<file path="src/rtl/tap_pkg.sv">
package tap_pkg;

    typedef enum logic [3:0] {
        TLR, RTI,
        SEL_DR, CAP_DR, SH_DR, EX1_DR, PAU_DR, EX2_DR, UPD_DR,
        SEL_IR, CAP_IR, SH_IR, EX1_IR, PAU_IR, EX2_IR, UPD_IR
    } tap_state_e;

    typedef enum logic [1:0] {
        PICK_BYP,
        PICK_ID,
        PICK_CMD,
        PICK_DAT
    } dr_pick_e;

endpackage

</file>
<file path="src/rtl/tap_fsm.sv">
module tap_fsm
    import tap_pkg::*;
(
    input  logic       tck,
    input  logic       trst_n,
    input  logic       tms,
    output tap_state_e state,
    output logic       in_reset,
    output logic       cap_ir,
    output logic       sh_ir,
    output logic       upd_ir,
    output logic       cap_dr,
    output logic       sh_dr,
    output logic       upd_dr
);

    tap_state_e nxt;

    always_ff @(posedge tck or negedge trst_n) begin
        if (!trst_n) state <= TLR;
        else         state <= nxt;
    end

    always_comb begin
        nxt = state;
        unique case (state)
            TLR:    nxt = tms ? TLR    : RTI;
            RTI:    nxt = tms ? SEL_DR : RTI;
            SEL_DR: nxt = tms ? SEL_IR : CAP_DR;
            CAP_DR: nxt = tms ? EX1_DR : SH_DR;
            SH_DR:  nxt = tms ? EX1_DR : SH_DR;
            EX1_DR: nxt = tms ? UPD_DR : PAU_DR;
            PAU_DR: nxt = tms ? EX2_DR : PAU_DR;
            EX2_DR: nxt = tms ? UPD_DR : SH_DR;
            UPD_DR: nxt = tms ? SEL_DR : RTI;
            SEL_IR: nxt = tms ? TLR    : CAP_IR;
            CAP_IR: nxt = tms ? EX1_IR : SH_IR;
            SH_IR:  nxt = tms ? EX1_IR : SH_IR;
            EX1_IR: nxt = tms ? UPD_IR : PAU_IR;
            PAU_IR: nxt = tms ? EX2_IR : PAU_IR;
            EX2_IR: nxt = tms ? UPD_IR : SH_IR;
            UPD_IR: nxt = tms ? SEL_DR : RTI;
            default: nxt = TLR;
        endcase
    end

    // Decoded actions, valid for the rising edge that leaves the state
    always_comb begin
        in_reset = (state == TLR);
        cap_ir   = (state == CAP_IR);
        sh_ir    = (state == SH_IR);
        upd_ir   = (state == UPD_IR);
        cap_dr   = (state == CAP_DR);
        sh_dr    = (state == SH_DR);
        upd_dr   = (state == UPD_DR);
    end

endmodule

</file>
<file path="src/rtl/tap_ir.sv">
module tap_ir
    import tap_pkg::*;
#(
    parameter int IR_W   = 6,
    parameter int OP_ID  = 1,
    parameter int OP_CMD = 2,
    parameter int OP_DAT = 3
) (
    input  logic     tck,
    input  logic     trst_n,
    input  logic     tdi,
    input  logic     in_reset,
    input  logic     cap_ir,
    input  logic     sh_ir,
    input  logic     upd_ir,
    output logic     ir_lsb,
    output dr_pick_e pick
);

    localparam logic [IR_W-1:0] CAP_PATTERN = IR_W'(1);
    localparam logic [IR_W-1:0] ID_CODE     = IR_W'(OP_ID);
    localparam logic [IR_W-1:0] CMD_CODE    = IR_W'(OP_CMD);
    localparam logic [IR_W-1:0] DAT_CODE    = IR_W'(OP_DAT);

    logic [IR_W-1:0] ir_sr;
    logic [IR_W-1:0] ir_q;

    always_ff @(posedge tck or negedge trst_n) begin
        if (!trst_n) begin
            ir_sr <= '0;
            ir_q  <= ID_CODE;
        end else if (in_reset) begin
            ir_q  <= ID_CODE;
        end else if (cap_ir) begin
            ir_sr <= CAP_PATTERN;
        end else if (sh_ir) begin
            ir_sr <= {tdi, ir_sr[IR_W-1:1]};
        end else if (upd_ir) begin
            ir_q  <= ir_sr;
        end
    end

    always_comb begin
        if      (ir_q == ID_CODE)  pick = PICK_ID;
        else if (ir_q == CMD_CODE) pick = PICK_CMD;
        else if (ir_q == DAT_CODE) pick = PICK_DAT;
        else                       pick = PICK_BYP;
    end

    assign ir_lsb = ir_sr[0];

endmodule

</file>
<file path="src/rtl/tap_dr.sv">
module tap_dr
    import tap_pkg::*;
#(
    parameter int          CMD_W    = 35,
    parameter int          DAT_W    = 33,
    parameter logic [31:0] ID_VALUE = 32'h2C0D_E0B3
) (
    input  logic             tck,
    input  logic             trst_n,
    input  logic             tdi,
    input  logic             cap_dr,
    input  logic             sh_dr,
    input  logic             upd_dr,
    input  dr_pick_e         pick,
    input  logic [DAT_W-2:0] rd_word,
    output logic             dr_lsb,
    output logic             cmd_update,
    output logic [CMD_W-1:0] cmd_value,
    output logic             data_update,
    output logic [DAT_W-1:0] data_value
);

    localparam int ID_W   = 32;
    localparam int BIG_W  = (CMD_W > DAT_W) ? CMD_W : DAT_W;
    localparam int SR_W   = (BIG_W > ID_W) ? BIG_W : ID_W;
    localparam int IDX_W  = $clog2(SR_W);

    logic [SR_W-1:0]  sr;
    logic [SR_W-1:0]  sr_shift;
    logic [IDX_W-1:0] top;

    // Index of the bit that receives tdi for the selected register
    always_comb begin
        unique case (pick)
            PICK_BYP: top = '0;
            PICK_ID:  top = IDX_W'(ID_W - 1);
            PICK_CMD: top = IDX_W'(CMD_W - 1);
            PICK_DAT: top = IDX_W'(DAT_W - 1);
            default:  top = '0;
        endcase
    end

    // One shared shift path; bits above the selected length stay zero
    always_comb begin
        for (int i = 0; i < SR_W - 1; i++) begin
            if (IDX_W'(i) == top)     sr_shift[i] = tdi;
            else if (IDX_W'(i) < top) sr_shift[i] = sr[i+1];
            else                      sr_shift[i] = 1'b0;
        end
        sr_shift[SR_W-1] = (top == IDX_W'(SR_W - 1)) ? tdi : 1'b0;
    end

    always_ff @(posedge tck or negedge trst_n) begin
        if (!trst_n) begin
            sr <= '0;
        end else if (cap_dr) begin
            unique case (pick)
                PICK_BYP: sr <= '0;
                PICK_ID:  sr <= SR_W'(ID_VALUE);
                PICK_CMD: sr <= SR_W'(cmd_value);
                PICK_DAT: sr <= SR_W'({1'b0, rd_word});
                default:  sr <= '0;
            endcase
        end else if (sh_dr) begin
            sr <= sr_shift;
        end
    end

    always_ff @(posedge tck or negedge trst_n) begin
        if (!trst_n) begin
            cmd_update  <= 1'b0;
            data_update <= 1'b0;
            cmd_value   <= '0;
            data_value  <= '0;
        end else begin
            cmd_update  <= upd_dr && (pick == PICK_CMD);
            data_update <= upd_dr && (pick == PICK_DAT);
            if (upd_dr && (pick == PICK_CMD)) cmd_value  <= sr[CMD_W-1:0];
            if (upd_dr && (pick == PICK_DAT)) data_value <= sr[DAT_W-1:0];
        end
    end

    assign dr_lsb = sr[0];

endmodule

</file>
<file path="src/rtl/jtag_dbg_tap.sv">
module jtag_dbg_tap
    import tap_pkg::*;
#(
    parameter int          IR_W     = 6,
    parameter int          CMD_W    = 35,
    parameter int          DAT_W    = 33,
    parameter int          OP_ID    = 1,
    parameter int          OP_CMD   = 2,
    parameter int          OP_DAT   = 3,
    parameter logic [31:0] ID_VALUE = 32'h2C0D_E0B3
) (
    input  logic             tck,
    input  logic             trst_n,
    input  logic             tms,
    input  logic             tdi,
    output logic             tdo,
    input  logic [DAT_W-2:0] rd_word,
    output logic             cmd_update,
    output logic [CMD_W-1:0] cmd_value,
    output logic             data_update,
    output logic [DAT_W-1:0] data_value
);

    tap_state_e state;
    dr_pick_e   pick;
    logic in_reset, cap_ir, sh_ir, upd_ir, cap_dr, sh_dr, upd_dr;
    logic ir_lsb, dr_lsb;

    tap_fsm u_fsm (
        .tck      (tck),
        .trst_n   (trst_n),
        .tms      (tms),
        .state    (state),
        .in_reset (in_reset),
        .cap_ir   (cap_ir),
        .sh_ir    (sh_ir),
        .upd_ir   (upd_ir),
        .cap_dr   (cap_dr),
        .sh_dr    (sh_dr),
        .upd_dr   (upd_dr)
    );

    tap_ir #(
        .IR_W   (IR_W),
        .OP_ID  (OP_ID),
        .OP_CMD (OP_CMD),
        .OP_DAT (OP_DAT)
    ) u_ir (
        .tck      (tck),
        .trst_n   (trst_n),
        .tdi      (tdi),
        .in_reset (in_reset),
        .cap_ir   (cap_ir),
        .sh_ir    (sh_ir),
        .upd_ir   (upd_ir),
        .ir_lsb   (ir_lsb),
        .pick     (pick)
    );

    tap_dr #(
        .CMD_W    (CMD_W),
        .DAT_W    (DAT_W),
        .ID_VALUE (ID_VALUE)
    ) u_dr (
        .tck         (tck),
        .trst_n      (trst_n),
        .tdi         (tdi),
        .cap_dr      (cap_dr),
        .sh_dr       (sh_dr),
        .upd_dr      (upd_dr),
        .pick        (pick),
        .rd_word     (rd_word),
        .dr_lsb      (dr_lsb),
        .cmd_update  (cmd_update),
        .cmd_value   (cmd_value),
        .data_update (data_update),
        .data_value  (data_value)
    );

    // Output stage on the falling edge so the driver samples a settled bit
    always_ff @(negedge tck or negedge trst_n) begin
        if (!trst_n)    tdo <= 1'b0;
        else if (sh_ir) tdo <= ir_lsb;
        else if (sh_dr) tdo <= dr_lsb;
        else            tdo <= 1'b0;
    end

endmodule

</file>
<file path="config.mk">
export PLATFORM = sky130hd
export DESIGN_NAME = jtag_dbg_tap
export DESIGN_NICKNAME = d
export VERILOG_FILES = /design/src/rtl/tap_pkg.sv /design/src/rtl/tap_fsm.sv /design/src/rtl/tap_ir.sv /design/src/rtl/tap_dr.sv /design/src/rtl/jtag_dbg_tap.sv
export SDC_FILE = /design/constraint.sdc
export NUM_CORES = 1
export LEC_CHECK = 0
export BUFFER_PORTS_ARGS = -buffer_cell sky130_fd_sc_hd__buf_4
export CAP_MARGIN = 20
export CORE_ASPECT_RATIO = 1.75
export CORE_UTILIZATION = 45
export DETAILED_ROUTE_END_ITERATION = 6
export PLACE_DENSITY = 0.65
export REMOVE_ABC_BUFFERS = 1
export SLEW_MARGIN = 20
export SYNTH_ARGS = -nofsm -noshare
export SYNTH_HDL_FRONTEND = slang
export SYNTH_SLANG_ARGS = --single-unit
</file>
<file path="constraint.sdc">
create_clock -name tck -period 2.69 [get_ports tck]
set_input_delay 0.538 -clock tck [delete_from_list [all_inputs] [get_ports tck]]
set_output_delay 0.538 -clock tck [all_outputs]
set_load 0.1 [all_outputs]
</file>
==> impl_metrics.csv, run 1 <==
group,metric,value,unit
critical_path,critPathRequiredTime,2.15,ns
synthesis,synth_common_cells,"dfrtp_1, mux2_2, nor2_1, nand2_1, a22o_1",
global_route,antenna_found_initial,0,
critical_path,cp-start-kind,"flop",
die,initial_core_util,46.6,%
placed_design,gp_congestion,0.799,
timing,relSlewSlack,55.0,%
critical_path,max_stage_delay,0.43,ns
cts,clockBufferDepth,2,
synthesis,yosys.area.top_type,"dfrtp_1",
power,p_int,0.00524,W
critical_path,cpMaxStageDelayCell,"dfrtn_1",
synthesis,async_flop_share,100,%
synthesis,synth_area,5850,µm²
timing,rsz0062_at_grt,"true",
synthesis,yosysMostFrequentCell,"dfrtp_1",
power,seq_power_share,29.0,%
global_route,grt_pass1_wl,23700,µm
cts,cts_tree,"built",
synthesis,avgSynthCellArea,11.7,µm²
timing,tightest_slew,0.673,ns
cts,cts_sinks,122,
die,coreArea,12600,µm²
detailed_routing,wl_per_cell,18.9,µm
detailed_routing,drt_wl_total,14800,µm
cts,htreeDepth,4,
power,p_comb_share,50.5,%
die,io-pin-count,107,
detailed_routing,ant_nets,0,
synthesis,yosysWarningCount,0,
die,dieHeight,153,µm
detailed_routing,drt-pass1-iter-count,4,
cts,clk_pin_slew,0.06,ns
power,switching_share,49.8,%
synthesis,synth_edf_count,0,
power,ir_drop,638,µV
detailed_routing,drc_errors,0,
critical_path,r2r_slack,0.18,ns
detailed_routing,drt_iter0_markers,241,
global_route,grt_overflow,0,
cts,numCtsBuffers,17,
status,violations,"negative setup slack",
die,dieArea,13500,µm²
finish,antenna_cells,0,
cts,postCtsHoldBufs,0,
finish,synthToLayoutAreaGrowth,25.6,%
global_route,grt_usage,23.0,%
detailed_routing,via_per_inst,5.69,
timing,finClkSkew,0.0212,ns
critical_path,cp_cell_sequence,"buf_12",
critical_path,r2r-start,"u_ir.ir_q[5]",
finish,nets,644,
power,p_leak,3.59,nW
die,die_width,88.2,µm
finish,final_util,58.5,%
timing,fin_ws,-0.193,ns
power,clockPowerShare,20.5,%
global_route,grt_start_max_net_pins,122,
power,switchingPower,0.00520,W
cts,insertion_delay,0.41,ns
hold_path,hold_path.class,"primary input to async pin",
synthesis,ys_seq_elements,122,
critical_path,arrival,2.35,ns
critical_path,path_class,"flop to output pin",
placed_design,portBuffers,106,
timing,slew_viol_final,0,
timing,hold_viol,0,
status,status,"finished with violations",
synthesis,ys.flop_type,"dfrtp_1",
synthesis,seq_area_frac_synth,52.2,%
flow_run,maxCapViolations,0,
synthesis,netlist_instances,500,
critical_path,crit_family,"flip-flops",
synthesis,synth_area_leaders,"dfrtp_1, mux2_2, a22o_1",
synthesis,yosysUniqueCellTypes,58,
finish,drive_above_1_share,39.0,%
detailed_routing,vias,4453,
cts,cts-root-buf,"clkbuf_16",
timing,finalSetupViolations,1,
global_route,grt_pass1_vias,4585,
critical_path,crit_path_end_kind,"output pin",
critical_path,cp-startpoint,"tdo",
power,power.density,1420,nW/µm²
die,num_rows,54,
critical_path,critPathMaxFanout,1,
finish,fillers,1106,
synthesis,synth_top_area_share,51.3,%
timing,fin_tns_setup,-0.193,ns
critical_path,cp_num_buf_inv,1,
placed_design,hpwl,9780,µm
-- stage by stage --
step                      std cells  power [W]  hold slack [ns]  cell area [µm²]  setup slack (ns)
after detailed placement        752    0.00831            0.491             6790             0.159
after CTS                       783     0.0105            0.314             7350            -0.202
after global routing            783     0.0110            0.308             7350            -0.219
after global placement          752    0.00818            0.485             6790             0.145
after floorplan                 459    0.00686            0.242             5610            -0.808
final                           783     0.0104            0.268             7350            -0.193
-- area by class of cell --
class / instances / area [µm²] / share of cell area (%)
clock inverter: 14 / 126 / 1.72
inverter: 9 / 33.8 / 0.460
multi-input combinational: 328 / 2520 / 34.3
tap: 168 / 210 / 2.86
clock buffer: 17 / 425 / 5.79
sequential: 122 / 3050 / 41.5
timing repair buffer: 125 / 976 / 13.3
-- sequential cells by signal (all words and copies together), names as in the netlist --
register / flops
u_fsm.state: 4
u_dr.cmd_value: 35
u_dr.data_value: 33
u_dr.sr: 35
u_dr.cmd_update: 1
u_ir.ir_sr: 6
u_ir.ir_q: 6
tdo: 1
u_dr.data_update: 1
-- power groups by stage --
stage / Combinational, W / Sequential, W / Clock (W)
floorplan: 0.00197 / 0.00489 / 0
global placement: 0.00516 / 0.00302 / 0
detailed placement: 0.00526 / 0.00305 / 0
CTS: 0.00530 / 0.00302 / 0.00216
global route: 0.00560 / 0.00311 / 0.00225
finish: 0.00528 / 0.00302 / 0.00214
-- path summary, 6_finish.rpt --
check	end	cells after the start
max reg2reg	u_dr.sr[18]	7
min reg2reg	u_ir.ir_sr[0]	2
max in group asynchronous	tdo	1
min in group tck	u_fsm.state[2]	2
max	tdo	1
min	u_dr.data_update	2
-- routing by layer --
metal  track usage, %  vias to the layer above  share of wire [%]
li1                 -                     2046                  -
met1             27.7                     2258                 41
met2             39.8                      120                 53
met3             4.70                       29                4.0
met4             8.53                        0                2.2
met5                0                        -                  0
-- placed cells by master, fill, tap and decap left out, types with 3 or more instances in the layout --
cell type,count
buf_4,122
dfrtp_1,120
mux2_2,50
nor2_1,44
nand2_1,32
a22o_1,28
a21oi_1,25
mux2_1,18
clkbuf_16,17
o21ai_0,15
a22oi_1,15
a221oi_2,15
o21ai_1,11
o22ai_1,7
inv_1,7
o21a_1,6
ha_1,5
clkinv_2,5
clkinv_4,5
nor2b_1,4
o31ai_2,4
nand3_1,3
a221oi_1,3
and3_1,3
nor3_1,3
buf_12,3
-- timing repair --
action | CTS | global route
setup buffers | 0 | 0
cloned | 0 | 0
setup endpoints to repair | 1 | 1
endpoints found under the hold margin | 0 | 0
resized for setup | 3 | 0
-- kinds of logic (layout without fill, tap and decap cells) --
kind of cell             Yosys count  after routing  share of synthesized area [%]
multiplexers                      68             68                           13.1
adder cells (fa/ha/maj)            5              5                           1.07
flip-flops                       122            122                           52.2
AND/OR/NAND/NOR                  110            110                           9.37
buffers and inverters             50            165                           4.64
AO/OA/AOI/OAI                    145            145                           19.6
(Power assumes the default switching activity.)
==> run 2: changes to the inputs <==
- SYNTH_HIERARCHICAL: not set -> 1
==> run 2 against run 1 <==
The flow still finishes with violations (negative setup slack). Largest power group is now sequential cells. Highest routed layer unchanged. Combinational power decreased by 63%. Die area decreased by 0.74%. Register-to-register slack got worse by 0.02 ns. Count of clock-buffer cells in the layout increased by 1. Total power decreased by 33%. First-iteration DRC count increased by 4.6%. Utilization increased by 0.94 points.
==> impl_metrics.csv, run 2 <==
group,metric,value,unit
status,status,"finished with violations",
status,violations,"negative setup slack",
detailed_routing,drc_errors,0,
timing,fin_ws,-0.204,ns
critical_path,max_stage_delay,0.44,ns
power,power.density,939,nW/µm²
cts,post_cts.repair.setup_buffers,0,
power,switchingPower,0.00234,W
synthesis,yosysUniqueCellTypes,52,
placed_design,placed_cell_area,6770,µm²
die,dieHeight,152,µm
global_route,antenna_found_initial,0,
critical_path,critPathMaxFanout,1,
power,p_int,0.00463,W
synthesis,ys_seq_elements,122,
timing,tightest_slew,0.868,ns
finish,reg_top3,"u_dr/cmd_value (35), u_dr/sr (35), u_dr/data_value (33)",
finish,synthToLayoutAreaGrowth,27.9,%
detailed_routing,wl_per_cell,18.2,µm
synthesis,synth_common_cells,"dfrtp_1, mux2_2, nor2_1, a21oi_1",
cts,cts_tree,"built",
finish,final_area,7430,µm²
power,p_leak,3.54,nW
finish,register_area,3060,µm²
placed_design,gp_congestion,0.829,
placed_design,portBuffers,106,
detailed_routing,ant_nets,0,
placed_design,dp_slack,0.155,ns
cts,htreeDepth,4,
cts,cts_sinks,122,
die,initial_core_util,46.5,%
timing,finalSetupViolations,1,
power,switching_share,33.6,%
hold_path,hold_path.class,"primary input to async pin",
power,clockPowerShare,34.6,%
synthesis,netlist_instances,512,
synthesis,synth_area,5810,µm²
die,coreArea,12500,µm²
cts,numCtsBuffers,17,
timing,finClkSkew,0.0221,ns
finish,fillers,1083,
finish,drive_above_1_share,38.4,%
finish,antenna_cells,0,
power,seq_power_share,37.0,%
synthesis,yosys.area.top_type,"dfrtp_1",
critical_path,arrival,2.36,ns
finish,layout_commonest_cell,"buf_4",
flow_run,maxCapViolations,0,
synthesis,yosysWarningCount,6,
timing,hold_viol,0,
timing,rsz0062_at_grt,"true",
critical_path,r2r-start,"u_fsm/state[2]",
cts,postCtsHoldBufs,0,
detailed_routing,vias,4460,
power,p_comb_share,28.4,%
die,die_width,87.9,µm
cts,insertion_delay,0.41,ns
critical_path,path_class,"flop to output pin",
power,total_power,0.00697,W
synthesis,synth_area_leaders,"dfrtp_1, mux2_2, a21oi_1",
detailed_routing,drt_iter0_markers,252,
global_route,grt_pass1_wl,23500,µm
global_route,grt_start_max_net_pins,69,
die,num_rows,54,
finish,final_cell_mix,"buf_4, dfrtp_1, mux2_2",
global_route,grt_pass1_vias,4629,
cts,clockBufferDepth,2,
detailed_routing,drt_wl_total,14600,µm
synthesis,synth_edf_count,0,
cts,clk_pin_slew,0.06,ns
detailed_routing,drt-pass1-iter-count,4,
timing,relSlewSlack,42.2,%
global_route,grt_usage,23.2,%
critical_path,cp-startpoint,"tdo",
critical_path,cp_num_buf_inv,1,
die,dieArea,13400,µm²
die,io-pin-count,107,
synthesis,avgSynthCellArea,11.3,µm²
critical_path,cp_cell_sequence,"buf_12",
synthesis,seq_area_frac_synth,52.6,%
critical_path,cp-start-kind,"flop",
global_route,grt_overflow,0,
cts,cts-root-buf,"clkbuf_16",
critical_path,cpMaxStageDelayCell,"dfrtn_1",
synthesis,synth_top_area_share,51.7,%
critical_path,crit_family,"flip-flops",
finish,nets,662,
detailed_routing,via_per_inst,5.58,
placed_design,hpwl,10200,µm
synthesis,ys.flop_type,"dfrtp_1",
power,ir_drop,920,µV
synthesis,async_flop_share,100,%
critical_path,crit_path_end_kind,"output pin",
critical_path,critPathRequiredTime,2.15,ns
timing,slew_viol_final,0,
finish,multi_input_area,2460,µm²
synthesis,yosysMostFrequentCell,"dfrtp_1",
-- run 2: per-stage QoR --
step / hold slack (ns) / utilization (%) / cells / setup TNS, ns
2_1_floorplan: 0.242 / - / 470 / -48.14
3_3_place_gp: 0.481 / 54.2 / 768 / 0
3_5_place_dp: 0.498 / 54.2 / 768 / 0
4_1_cts: 0.339 / 59.4 / 800 / -0.214
5_1_grt: 0.376 / 59.4 / 800 / -0.226
6_report: 0.312 / 59.4 / 800 / -0.204
-- run 2: kinds of logic after synthesis --
logic type               after synthesis  share of synthesized area, %
AO/OA/AOI/OAI                        135                          15.9
AND/OR/NAND/NOR                      123                          10.9
flip-flops                           122                          52.6
multiplexers                          71                          13.6
buffers and inverters                 54                          5.56
adder cells (fa/ha/maj)                7                          1.51
-- run 2: path summary, 6_finish.rpt --
check                                      to  slack, ns  cells after the start
setup reg to reg                          tdo       0.16                      3
min in group tck               u_fsm/state[2]       0.37                      2
hold reg to reg            u_dr/data_value[6]       0.51                      1
max in group asynchronous                 tdo       1.38                      1
hold / removal                   u_ir/ir_q[1]       0.31                      2
setup / recovery                          tdo      -0.20                      1
-- run 2: area by class of cell --
type | instances | share of cell area [%]
multi-input combinational | 336 | 33.1
clock inverter | 14 | 2.64
tap | 168 | 2.83
sequential | 122 | 41.1
clock buffer | 18 | 5.91
inverter | 12 | 0.606
timing repair buffer | 130 | 13.8
-- run 2: routing by layer --
layer,vias up,global-route usage (%),share of wire (%)
li1,2084,-,-
met1,2221,27.4,39
met2,134,40.7,54
met3,21,5.96,4.7
met4,0,6.64,1.5
met5,-,0,0
-- run 2: timing repair --
item | 4_1_cts | 5_1_grt
cloned | 0 | 0
gates resized for setup | 3 | 3
setup endpoints to repair | 1 | 4
-- run 2: power by group through the flow --
stage	combinational [W]	clock, W	sequential (W)
finish	0.00198	0.00241	0.00258
CTS	0.00197	0.00246	0.00258
global route	0.00220	0.00253	0.00264
floorplan	0.00130	0	0.00253
detailed placement	0.00195	0	0.00261
global placement	0.00189	0	0.00258
==> run 3: changes to the inputs <==
- ABC_AREA: not set -> 1
- PLACE_DENSITY: 0.65 -> 0.64
==> run 3 against run 2 <==
The flow still finishes with violations (negative setup slack). Cell count up 33%. Count of clock-buffer cells in the layout up 1. Final area up 4.0%. Utilization down 0.35 points. Sequential share of layout area down 1.6 points. Total power up 1.3%. Non-clock buffer count down 2. Sequential power down 6%. Synthesized cell count up 51%. Global-route usage up 0.65 points. Clock power up 6%.
==> impl_metrics.csv, run 3 <==
group,metric,value,unit
synthesis,async_flop_share,100,%
synthesis,synth_area_leaders,"dfrtp_1, nand2_1, o21ai_0",
placed_design,portBuffers,106,
critical_path,arrival,2.34,ns
placed_design,placed_cell_area,7050,µm²
die,initial_core_util,46.6,%
cts,cts-root-buf,"clkbuf_16",
critical_path,crit_path_end_kind,"output pin",
synthesis,ys.flop_type,"dfrtp_1",
finish,fin_cells,1065,
hold_path,hold_path.class,"primary input to async pin",
power,p_int,0.00461,W
timing,relSlewSlack,52.7,%
timing,finClkSkew,0.0250,ns
power,p_leak,4.00,nW
power,p_comb_share,29.5,%
detailed_routing,via_per_inst,5.15,
power,ir_drop,570,µV
critical_path,critPathRequiredTime,2.15,ns
status,status,"finished with violations",
power,seq_power_share,34.4,%
timing,rsz0062_at_grt,"true",
power,switching_share,34.8,%
critical_path,cp_num_buf_inv,1,
die,io-pin-count,107,
timing,tightest_slew,0.710,ns
detailed_routing,drt_wl_total,15800,µm
detailed_routing,drt_iter0_markers,306,
critical_path,critPathMaxFanout,1,
synthesis,yosysWarningCount,6,
global_route,grt_start_max_net_pins,122,
timing,hold_viol,0,
power,switchingPower,0.00246,W
status,violations,"negative setup slack",
cts,cts_sinks,122,
cts,clockBufferDepth,2,
global_route,grt_overflow,0,
synthesis,avgSynthCellArea,7.90,µm²
critical_path,path_class,"flop to output pin",
critical_path,cp-start-kind,"flop",
cts,htreeDepth,4,
timing,slew_viol_final,0,
synthesis,ys_seq_elements,122,
placed_design,hpwl,11100,µm
cts,clk_pin_slew,0.05,ns
finish,final_area,7720,µm²
finish,drive_above_1_share,21.7,%
global_route,grt_usage,23.9,%
cts,numCtsBuffers,17,
critical_path,cp_cell_sequence,"buf_12",
timing,fin_ws,-0.189,ns
critical_path,cpMaxStageDelayCell,"dfrtn_1",
global_route,antenna_found_initial,0,
flow_run,maxCapViolations,0,
detailed_routing,drt-pass1-iter-count,6,
detailed_routing,vias,5488,
critical_path,crit_family,"flip-flops",
synthesis,synth_area,6090,µm²
cts,insertion_delay,0.41,ns
synthesis,synth_edf_count,0,
detailed_routing,ant_nets,0,
global_route,grt_pass1_wl,26600,µm
finish,nets,924,
synthesis,seq_area_frac_synth,50.2,%
die,coreArea,13100,µm²
synthesis,netlist_instances,771,
synthesis,yosys.area.top_type,"dfrtp_1",
placed_design,placed_cells,1033,
finish,antenna_cells,0,
synthesis,synth_top_area_share,49.3,%
placed_design,gp_congestion,0.983,
finish,synthToLayoutAreaGrowth,26.9,%
finish,final_cell_mix,"nand2_1, buf_4, dfrtp_1",
finish,reg_top3,"u_dr/cmd_value (35), u_dr/sr (35), u_dr/data_value (33)",
synthesis,yosysMostFrequentCell,"nand2_1",
finish,layout_commonest_cell,"nand2_1",
cts,cts_tree,"built",
timing,fin_hold_ws,0.185,ns
detailed_routing,drc_errors,0,
synthesis,synth_common_cells,"nand2_1, dfrtp_1, o21ai_0, inv_1, nor2_1",
critical_path,reg2reg_depth,6,
critical_path,cp_num_cells,1,
finish,fillers,1186,
die,dieHeight,156,µm
timing,fin_tns_setup,-0.189,ns
die,num_rows,55,
synthesis,yosysUniqueCellTypes,33,
die,die_width,89.9,µm
timing,finalSetupViolations,1,
die,dieArea,14000,µm²
power,power.density,915,nW/µm²
detailed_routing,wl_per_cell,14.9,µm
global_route,grt_pass1_vias,5601,
power,clockPowerShare,36.0,%
critical_path,max_stage_delay,0.43,ns
-- run 3: layout make-up --
cell class / instances / area, µm² / share of cell area (%)
well taps: 171 / 214 / 2.77
multi-input cells: 542 / 2540 / 32.9
inverters: 70 / 265 / 3.43
clock buffers: 19 / 453 / 5.86
repair buffers: 128 / 986 / 12.8
clock inverters: 13 / 214 / 2.77
flip-flops and latches: 122 / 3050 / 39.5
-- run 3: metal layers --
layer  up-vias  global-route usage (%)  part of all wire, %
met5         -                       0                    0
met4         0                    9.68                  2.1
met3        26                    4.39                  4.6
met2       178                    44.2                   54
met1      2605                    26.8                   40
li1       2679                       -                    -
-- run 3: power by group through the flow --
stage                     Clock (W)  Sequential [W]  Combinational, W
after floorplan                   0         0.00240           0.00145
after global placement            0         0.00244           0.00202
after detailed placement          0         0.00245           0.00206
after CTS                   0.00258         0.00243           0.00209
after global routing        0.00267         0.00248           0.00235
final                       0.00255         0.00243           0.00209
-- run 3: worst register-to-register path: cells and delay by family, from the launching register on --
kind / cells / cell delay, ns
buf+inv: 2 / 0.15
flops: 1 / 0.43
simple gates: 4 / 0.47
-- run 3: worst paths after layout --
kind | start | end | slack (ns)
worst max-delay path | tdo | tdo | -0.19
worst min-delay path | trst_n | u_ir/ir_sr[4] | 0.19
worst max register to register | u_fsm/state[2] | tdo | 0.12
worst min register to register | u_ir/ir_q[2] | u_ir/ir_q[2] | 0.46
max in group asynchronous | trst_n | tdo | 1.38
min in group tck | tms | u_fsm/state[2] | 0.38
-- run 3: stage by stage --
stage / setup slack (ns) / power [W] / util (%)
after floorplan: -0.890 / 0.00386 / -
after global placement: 0.149 / 0.00446 / 53.9
after detailed placement: 0.149 / 0.00452 / 53.9
after CTS: -0.208 / 0.00710 / 59.1
after global routing: -0.216 / 0.00750 / 59.1
final: -0.189 / 0.00707 / 59.1
-- run 3: kinds of logic after synthesis --
kind of cell	synth area share, %
simple gates	27.1
compound gates	13.1
flops	50.2
buf+inv	8.18
fa+ha+maj	1.44
-- run 3: repair_timing --
action,CTS,global route
endpoints found under the setup margin,1,1
hold buffers,0,0
setup buffers,0,0
gates cloned,0,0
resized for setup,3,0
